### src/rtl/frac_rate_div_pkg.sv
package frac_rate_div_pkg;
  typedef enum logic [1:0] {
    SRC_CLOCK = 2'd0,
    SRC_LEVEL = 2'd1,
    SRC_RISE  = 2'd2,
    SRC_FALL  = 2'd3
  } src_mode_e;
endpackage

### src/rtl/frd_pin_sync.sv
module frd_pin_sync #(
  parameter int STAGES = 2
) (
  input  logic clk,
  input  logic rst,
  input  logic pin_raw,
  output logic level,
  output logic rise,
  output logic fall
);
  logic [STAGES-1:0] sync_q;
  logic              prev_q;

  always_ff @(posedge clk) begin
    if (rst) begin
      sync_q <= '0;
      prev_q <= 1'b0;
    end else begin
      sync_q <= {sync_q[STAGES-2:0], pin_raw};
      prev_q <= sync_q[STAGES-1];
    end
  end

  assign level = sync_q[STAGES-1];
  assign rise  = sync_q[STAGES-1] & ~prev_q;
  assign fall  = ~sync_q[STAGES-1] & prev_q;
endmodule

### src/rtl/frd_event_sel.sv
module frd_event_sel
  import frac_rate_div_pkg::*;
(
  input  logic [1:0] src_mode,
  input  logic       level,
  input  logic       rise,
  input  logic       fall,
  output logic       event_hit
);
  always_comb begin
    case (src_mode_e'(src_mode))
      SRC_CLOCK: event_hit = 1'b1;
      SRC_LEVEL: event_hit = level;
      SRC_RISE:  event_hit = rise;
      SRC_FALL:  event_hit = fall;
      default:   event_hit = 1'b0;
    endcase
  end
endmodule

### src/rtl/frd_accum.sv
module frd_accum #(
  parameter int INT_W  = 8,
  parameter int FRAC_W = 4
) (
  input  logic              clk,
  input  logic              rst,
  input  logic              run_en,
  input  logic              event_hit,
  input  logic [INT_W-1:0]  div_int,
  input  logic [FRAC_W-1:0] div_frac,
  output logic              tick
);
  localparam int DIV_W = INT_W + FRAC_W;
  localparam int ACC_W = DIV_W + 1;
  localparam logic [ACC_W-1:0] UNIT = ACC_W'(1) << FRAC_W;

  logic [ACC_W-1:0] div_eff;
  logic [ACC_W-1:0] acc_q;
  logic [ACC_W-1:0] sum;

  // Divisors below one whole unit are raised to exactly one unit.
  always_comb begin
    if (div_int == '0) div_eff = UNIT;
    else               div_eff = {1'b0, div_int, div_frac};
  end

  assign sum = acc_q + UNIT;

  always_ff @(posedge clk) begin
    if (rst || !run_en) begin
      acc_q <= '0;
      tick  <= 1'b0;
    end else if (event_hit) begin
      if (sum >= div_eff) begin
        acc_q <= sum - div_eff;
        tick  <= 1'b1;
      end else begin
        acc_q <= sum;
        tick  <= 1'b0;
      end
    end else begin
      tick <= 1'b0;
    end
  end
endmodule

### src/rtl/frac_rate_div.sv
module frac_rate_div #(
  parameter int INT_W       = 8,
  parameter int FRAC_W      = 4,
  parameter int SYNC_STAGES = 2
) (
  input  logic              clk,
  input  logic              rst,
  input  logic              run_en,
  input  logic [1:0]        src_mode,
  input  logic [INT_W-1:0]  div_int,
  input  logic [FRAC_W-1:0] div_frac,
  input  logic              pin_raw,
  output logic              tick
);
  logic pin_level, pin_rise, pin_fall, event_hit;

  frd_pin_sync #(.STAGES(SYNC_STAGES)) sync_i (
    .clk(clk), .rst(rst), .pin_raw(pin_raw),
    .level(pin_level), .rise(pin_rise), .fall(pin_fall)
  );

  frd_event_sel sel_i (
    .src_mode(src_mode), .level(pin_level), .rise(pin_rise),
    .fall(pin_fall), .event_hit(event_hit)
  );

  frd_accum #(.INT_W(INT_W), .FRAC_W(FRAC_W)) acc_i (
    .clk(clk), .rst(rst), .run_en(run_en), .event_hit(event_hit),
    .div_int(div_int), .div_frac(div_frac), .tick(tick)
  );
endmodule

### config.mk
export PLATFORM = sky130hd
export DESIGN_NAME = frac_rate_div
export DESIGN_NICKNAME = d
export VERILOG_FILES = /design/src/rtl/frac_rate_div_pkg.sv /design/src/rtl/frd_pin_sync.sv /design/src/rtl/frd_event_sel.sv /design/src/rtl/frd_accum.sv /design/src/rtl/frac_rate_div.sv
export SDC_FILE = /design/constraint.sdc
export NUM_CORES = 1
export LEC_CHECK = 0
export BUFFER_PORTS_ARGS = -buffer_cell sky130_fd_sc_hd__buf_2
export CORE_ASPECT_RATIO = 1.25
export CORE_MARGIN = 3
export CORE_UTILIZATION = 25
export CTS_BUF_LIST = sky130_fd_sc_hd__clkbuf_8
export DETAILED_ROUTE_END_ITERATION = 12
export HOLD_SLACK_MARGIN = 0.1
export PLACE_DENSITY = 0.44
export REMOVE_ABC_BUFFERS = 1
export SYNTH_ARGS = -nofsm -noshare
export SYNTH_HDL_FRONTEND = slang
export SYNTH_SLANG_ARGS = --single-unit
### constraint.sdc
create_clock -name clk -period 3.8 [get_ports clk]
set_input_delay 0.19 -clock clk [delete_from_list [all_inputs] [get_ports clk]]
set_output_delay 0.19 -clock clk [all_outputs]
set_load 0.05 [all_outputs]
==> results of run 1 <==
[layout make-up]
type | instances | area [um2] | share of cell area
clock inverters | 1 | 5.00 | 0.00270
inverters | 12 | 45.0 | 0.0243
well taps | 85 | 106 | 0.0574
repair buffers | 19 | 97.6 | 0.0527
multi-input cells | 169 | 1220 | 0.657
clock buffers | 3 | 41.3 | 0.0223
flip-flops and latches | 17 | 340 | 0.184
[registers in the layout, indices dropped and copies added (netlist names)]
signal	count
acc_i.acc_q	13
acc_i.tick	1
sync_i.prev_q	1
sync_i.sync_q	2
[cells in the final DEF (no fill, tap or decap), types with 6 or more instances in the layout]
| master | n |
|---|---|
| a21o_1 | 7 |
| dfxtp_1 | 17 |
| nor2_1 | 8 |
| ha_1 | 13 |
| nand3_1 | 11 |
| xnor2_1 | 7 |
| o21a_1 | 6 |
| nand2_1 | 16 |
| a21oi_1 | 11 |
| o21ai_1 | 7 |
| buf_2 | 18 |
| nor2b_1 | 8 |
| inv_1 | 11 |
[layer usage]
layer	global-route usage	wire length [um]	vias up
li1	-	-	799
met1	0.132	1870	719
met2	0.238	2320	18
met3	0.0204	78	6
met4	0.0277	91	0
met5	0	0	-
[cell usage after synthesis (all sizes together)]
library cell  count
a21o              7
o221ai            2
a221oi            1
o21bai            4
xor2              5
fa                1
ha               13
or3b              1
mux2              1
nand4b            1
nor2             10
mux2i             3
o31a              2
o32ai             1
a31oi             3
o211a             2
a41oi             1
and2              1
o2111a            1
o211ai            3
or4               3
o21ai            11
clkbuf            2
xnor2             7
inv              12
nand3            11
o41a              1
dfxtp            17
a32oi             1
nand2b            3
or2               2
nor2b             8
a211oi            5
a22oi             1
a21oi            11
o21a              6
and3              5
nor3              2
nand2            17
or3               5
buf               3
nor4              3
nand4             4
[logic make-up (layout without fill, tap and decap cells)]
kind of cell               Yosys count  in the layout  share of synthesized area
and+or+nand+nor                     76             76                      0.262
muxes                                4              4                     0.0252
xor gates and xnor gates            12             12                     0.0642
DFF                                 17             17                      0.208
AOI/OAI and AO/OA                   63             63                      0.281
adders and majority gates           14             14                      0.112
buffers and inverters               17             35                     0.0482
[worst paths after layout]
| check | from | to | slack (ns) |
|---|---|---|---|
| max | acc_i.acc_q[4] | acc_i.acc_q[3] | 0.59 |
| min reg2reg | sync_i.sync_q[0] | sync_i.sync_q[1] | 0.44 |
| max reg2reg | acc_i.acc_q[4] | acc_i.acc_q[3] | 0.59 |
| min | rst | sync_i.prev_q | 0.15 |
[power by group]
| part | internal, uW | switching (uW) | total (uW) |
|---|---|---|---|
| Clock | 72.7 | 63.5 | 136 |
| Sequential | 181 | 2.80 | 184 |
| Combinational | 46.2 | 63.9 | 110 |
| Total | 300 | 130 | 431 |
[stage by stage]
| stage | instances | area (um2) |
|---|---|---|
| 2_1_floorplan | 198 | 1600 |
| 3_3_place_gp | 302 | 1810 |
| 3_5_place_dp | 302 | 1810 |
| 4_1_cts | 306 | 1850 |
| 5_1_grt | 306 | 1850 |
| 6_report | 306 | 1850 |
==> metrics.md, run 1 <==
| Metric | Value |
|---|---|
| Final Hold Vio Count | `0` |
| Setup bufs post-CTS | `0` |
| Routed Antenna Nets | `0` |
| Routability cong. | `0.795` |
| Clock-pin slew on the worst setup and hold paths | `0.07 ns` |
| Total CTS buffers | `3` |
| Slew headroom | `0.382` |
| Inserted Diodes | `0` |
| Die Height | `96.5 um` |
| CTS H-tree lvls | `1` |
| Initial Utilization | `0.262` |
| Total GRT Usage | `0.120` |
| Final Util | `0.297` |
| Final worst path period share | `0.845` |
| Worst vdd ir | `0.192 mV` |
| Post-Synthesis Cells | `203` |
| Worst hold slack | `0.146 ns` |
| CP Class | `flip-flop to flip-flop` |
| RSZ-0062 raised after global routing | `no` |
| # IOs | `19` |
| Critical path's top delay family | `simple AND/OR/NAND/NOR gates` |
| Slew Viols, Final | `0` |
| Worst path cell trace | `ha_1 -> nand2_1 -> or2_1 -> xnor2_1 -> ha_1 -> nand3_1 -> or4_1 -> nand4_2 -> o31a_1 -> mux2i_1 -> nor2_1` |
| Via count | `1542` |
| Detailed placement HPWL | `3520 um` |
| Count of final setup violators | `0` |
| Max-cap violations | `0` |
| Slowest Stage Delay on Critical Path | `0.49 ns` |
| Filler cell count | `709` |
| Maximum clock rate | `0.311 GHz` |
| Min setup slack post-route | `0.589 ns` |
| Cell accounting for the most synthesized area | `dfxtp_1` |
| Setup TNS | `0 ns` |
| Hold depth | `2` |
| CP bufs+invs | `0` |
| Worst Skew | `0.000791 ns` |
| First-pass iteration count of the detailed router | `4` |
| Register area share after synthesis | `0.208` |
| Vias in the first global route | `1484` |
| Worst Path Required | `3.93 ns` |
| Slowest stage cell, crit path | `or4_1` |
| Initial antenna violation count | `0` |
| DR WL/cell | `14.3 um` |
| Total Power | `431 uW` |
| Layout Nets | `254` |
| Crit path depth | `11` |
| Actual slew at the worst max-slew pin | `0.925 ns` |
| Core ar. | `6250 um2` |
| Synthesis Warnings | `0` |
| Area grow syn2layout | `13.2%` |
| Drt drc | `0` |
| PortBufs | `18` |
| First-pass GRT wire length | `7120 um` |
| Share of layout cells above drive strength 1 | `0.167` |
| LEAKAGE | `0.000807 uW` |
| Synth top area share | `0.208` |
| Pwr dens | `232 nW/um2` |
| Die X | `78.4 um` |
| Hold_buf cts | `0` |
| Worst Reg2Reg Path Length in Cells | `11` |
| Hold Path Class | `primary input to flip-flop` |
| Avg Cell Area, Syn | `8.06 um2` |
| PostCTS Resize Cnt | `0` |
| Initial DRC Count | `52` |
| Library cells used by synthesis | `55` |
| CTS Root Cell | `clkbuf_8` |
| CTS Sinks | `17` |
| DP Worst Slack | `0.580 ns` |
| Worst setup SP type | `flip-flop` |
| Tmin final | `3.21 ns` |
| Synth top area cells | `dfxtp_1, ha_1, xnor2_1` |
| Cell mode on critical path | `ha_1` |
| Clock latency on the worst-skew pair | `0.25 ns` |
| Die area | `7560 um2` |
| Status | `finished clean` |
| CTS tree | `built` |
| Crit. End Element | `flip-flop` |
| Global route overflow | `0` |
| Max Fanout on Critical Path | `7` |
| Seq cells post-synth | `17` |
| Vias per std cell | `5.04` |
| Critical Path AT | `3.34 ns` |
| Largest net degree at the start of global routing | `14` |
| Clock buffer depth | `2` |
| Final wirelength | `4360 um` |
| Post-Synthesis Cell Area | `1640 um2` |
| Cell Rows | `32` |
Note: power is estimated with default switching activity, not from simulation.
==> run 2: changes to the inputs <==
--- a/config.mk
+++ b/config.mk
@@ -5,6 +5,7 @@
 export SDC_FILE = /design/constraint.sdc
 export NUM_CORES = 1
 export LEC_CHECK = 0
+export ABC_AREA = 1
 export BUFFER_PORTS_ARGS = -buffer_cell sky130_fd_sc_hd__buf_2
 export CORE_ASPECT_RATIO = 1.25
 export CORE_MARGIN = 3
@@ -12,7 +13,7 @@
 export CTS_BUF_LIST = sky130_fd_sc_hd__clkbuf_8
 export DETAILED_ROUTE_END_ITERATION = 12
 export HOLD_SLACK_MARGIN = 0.1
-export PLACE_DENSITY = 0.44
+export PLACE_DENSITY = 0.45
 export REMOVE_ABC_BUFFERS = 1
 export SYNTH_ARGS = -nofsm -noshare
 export SYNTH_HDL_FRONTEND = slang
==> constraint.sdc (replaced) <==
create_clock -name clk -period 2.81 [get_ports clk]
set_input_delay 0.1405 -clock clk [delete_from_list [all_inputs] [get_ports clk]]
set_output_delay 0.1405 -clock clk [all_outputs]
set_load 0.05 [all_outputs]
==> run 2 against run 1 <==
Compared with the run above: via count grew 21%; combinational power is 110% higher; critical path depth up 5; power is 55% higher; worst setup slack got worse by 0.37 ns; hold slack improved by 0.12 ns; sequential cell count stayed put.
==> metrics.md, run 2 <==
| Metric | Value |
|---|---|
| Status | `finished clean` |
| Setup TNS | `0 ns (unchanged)` |
| Clock-pin slew on the worst setup and hold paths | `0.07 ns (about the same)` |
| Post-Synthesis Cell Area | `1810 um2 (+11%)` |
| Library cells used by synthesis | `26 (-53%)` |
| Slowest Stage Delay on Critical Path | `0.38 ns (-0.11 ns)` |
| Top reg by flops | `acc_i.acc_q` |
| Clock latency on the worst-skew pair | `0.25 ns (about the same)` |
| Count of final setup violators | `0 (unchanged)` |
| Maximum clock rate | `0.386 GHz (+24%)` |
| Die Height | `101 um (+4.9%)` |
| Grt peak-use layer | `met2` |
| Final worst path period share | `0.922 (+0.0766)` |
| Top-count cell post-synth | `nand2_1` |
| DR WL/cell | `11.5 um (-20%)` |
| Worst setup SP type | `flip-flop` |
| Final wirelength | `4830 um (+11%)` |
| Worst hold slack | `0.269 ns (+0.123 ns)` |
| Post-synth EDFFs | `0 (unchanged)` |
| Slew headroom | `0.722 (+0.340)` |
| Worst Skew | `0.00342 ns (+0.00263 ns)` |
| Crit. End Element | `flip-flop` |
| Total CTS buffers | `3 (unchanged)` |
| Global route overflow | `0 (unchanged)` |
| CTS Sinks | `17 (unchanged)` |
| Most common cell after layout, fill and taps aside | `nand2_1` |
| Initial DRC Count | `100 (+92%)` |
| Post-Synthesis Cells | `304 (+50%)` |
| Top FF cell, synth | `dfxtp_1` |
| Via count | `1865 (+21%)` |
| Final Hold Vio Count | `0 (unchanged)` |
| Total GRT Usage | `0.126 (+0.00630)` |
| Actual slew at the worst max-slew pin | `0.415 ns (-0.510 ns)` |
| Routability cong. | `0.823 (+3.6%)` |
| Register area share after synthesis | `0.188 (-0.0201)` |
| Synth top area share | `0.188 (-0.0201)` |
| Synthesis Warnings | `0 (unchanged)` |
| Multi-input gate area | `1230 um2 (+1.4%)` |
| Filler cell count | `835 (+18%)` |
| CP Class | `flip-flop to flip-flop` |
| Hold Path Class | `primary input to flip-flop` |
| Synth top area cells | `dfxtp_1, nand2_1, inv_1` |
| Vias in the first global route | `1832 (+23%)` |
| Inserted Diodes | `0 (unchanged)` |
| Seq cells post-synth | `17 (unchanged)` |
| Max-cap violations | `0 (unchanged)` |
| Routed Antenna Nets | `0 (unchanged)` |
| Tmin final | `2.59 ns (-0.621 ns)` |
| Reg area | `340 um2 (unchanged)` |
| Worst path cell trace | `ha_1 -> nand3_2 -> nor2_1 -> nor2_1 -> a21oi_2 -> ha_1 -> nand2_1 -> nand2_1 -> nand2_1 -> nand2_1 -> nor2_8 -> nand3_2 -> nand2_1 -> nand2_1 -> nand2_1 -> nor2_1` |
| Max Fanout on Critical Path | `10 (+3)` |
| M2 GR Usage | `0.227 (-0.0113)` |
| First-pass iteration count of the detailed router | `4 (unchanged)` |
| Cell mode on critical path | `nand2_1` |
| Initial antenna violation count | `0 (unchanged)` |
| Die X | `82.1 um (+4.8%)` |
| FFs w/ async S/R, synth | `0 (unchanged)` |
| Drt drc | `0 (unchanged)` |
| Max reg flops | `13 (unchanged)` |
| Critical path's top delay family | `simple AND/OR/NAND/NOR gates` |
| Share of layout cells above drive strength 1 | `0.139 (-0.0284)` |
| Detailed placement HPWL | `4010 um (+14%)` |
| Initial Utilization | `0.258 (-0.00391)` |
| Clock buffer depth | `2 (unchanged)` |
| Die area | `8310 um2 (+9.9%)` |
| Vias per std cell | `4.43 (-12%)` |
| Avg Cell Area, Syn | `5.96 um2 (-26%)` |
| Critical Path AT | `2.75 ns (-0.59 ns)` |
| GRT met3 Usage | `0.0196 (-0.000835)` |
| CP bufs+invs | `0 (unchanged)` |
| CTS tree | `built` |
| LEAKAGE | `0.00118 uW (+46%)` |
| RSZ-0062 raised after global routing | `no` |
| Worst vdd ir | `0.269 mV (+40%)` |
| Area grow syn2layout | `16.9%` |
| Most frequent cells in the layout | `nand2_1, inv_1, nor2_1` |
| Worst Path Required | `2.97 ns (-0.96 ns)` |
| First-pass GRT wire length | `8300 um (+17%)` |
| Layout Nets | `364 (+43%)` |
| Largest registers | `acc_i.acc_q: 13 flops, sync_i.sync_q: 2 flops` |
| M1 GR Usage | `0.159 (+0.0271)` |
| PortBufs | `18 (unchanged)` |
| # IOs | `19 (unchanged)` |
| CTS Root Cell | `clkbuf_8` |
| Largest net degree at the start of global routing | `22 (+8)` |
| Pwr dens | `316 nW/um2 (+36%)` |
| Slew Viols, Final | `0 (unchanged)` |
| Slowest stage cell, crit path | `dfxtp_1` |
| Cell accounting for the most synthesized area | `dfxtp_1` |
| Core ar. | `7020 um2 (+12%)` |
| Most frequent cells after synthesis | `nand2_1, inv_1, nor2_1, nand3_1` |
| CTS H-tree lvls | `1 (unchanged)` |
| Cell Rows | `34 (+6.3%)` |
run 2: cell count changes in the layout (fill, tap and decap cells not counted), sizes merged, moves of 6 or more:
cell	delta
inv	+49
a21oi	+7
nand3	+23
nor2b	-8
a21o	-7
nand4	+10
o21a	-6
nand2	+75
nor2	+24
o21ai	-9
run 2: kinds of logic after synthesis:
logic type	after synthesis	share of synthesized area
buf+inv	66	0.142
simple gates	177	0.464
flops	17	0.188
xor+xnor	9	0.0435
compound gates	21	0.0615
fa+ha+maj	14	0.101
run 2: area by class of cell:
class	instances	share of cell area
multi-input combinational	222	0.583
sequential	17	0.161
timing repair buffer	25	0.0697
clock buffer	3	0.0195
tap	90	0.0532
inverter	63	0.112
clock inverter	1	0.00236
run 2: worst paths after layout:
path / start / end / slack, ns / cells after the start
setup / recovery: acc_i.acc_q[4] / acc_i.acc_q[3] / 0.22 / 16
hold / removal: run_en / acc_i.acc_q[3] / 0.27 / 5
setup reg to reg: acc_i.acc_q[4] / acc_i.acc_q[3] / 0.22 / 16
hold reg to reg: sync_i.sync_q[0] / sync_i.sync_q[1] / 0.41 / 2
run 2: power by group:
group | switching, uW | total, uW | leakage [uW] | internal [uW]
combinational | 142 | 226 | 0.00101 | 84.2
sequential | 6.27 | 255 | 0.000138 | 249
clock | 89.7 | 188 | 0.0000255 | 98.5
run 2: stage by stage:
step	util	instances	cell area, um2	power [uW]	setup WS [ns]
after floorplan	-	301	1790	418	0.548
after global placement	0.287	412	2020	483	0.140
after detailed placement	0.287	412	2020	482	0.124
after CTS	0.297	418	2080	677	0.0933
after global routing	0.302	421	2120	729	0.0121
final	0.302	421	2120	669	0.220
run 2: worst reg2reg max path, cell delays in order (launching register included):
cell and delay (ns):
dfxtp_1 0.38, ha_1 0.23, nand3_2 0.13, nor2_1 0.12
nor2_1 0.06, a21oi_2 0.18, ha_1 0.32, nand2_1 0.09
nand2_1 0.07, nand2_1 0.06, nand2_1 0.13, nor2_8 0.23
nand3_2 0.22, nand2_1 0.14, nand2_1 0.06, nand2_1 0.05
nor2_1 0.03
run 2: metal layers:
| metal | part of all wire | wire (um) | up-vias |
|---|---|---|---|
| li1 | - | - | 1010 |
| met1 | 0.48 | 2310 | 819 |
| met2 | 0.48 | 2320 | 34 |
| met3 | 0.031 | 149 | 2 |
| met4 | 0.0093 | 45 | 0 |
| met5 | 0 | 0 | - |
run 2: repair_timing:
item / 4_1_cts / 5_1_grt
hold endpoints to repair: 3 / 0
endpoints found under the setup margin: 0 / 13
setup buffers: 0 / 2
hold buffers: 2 / 0
resized for setup: 0 / 2
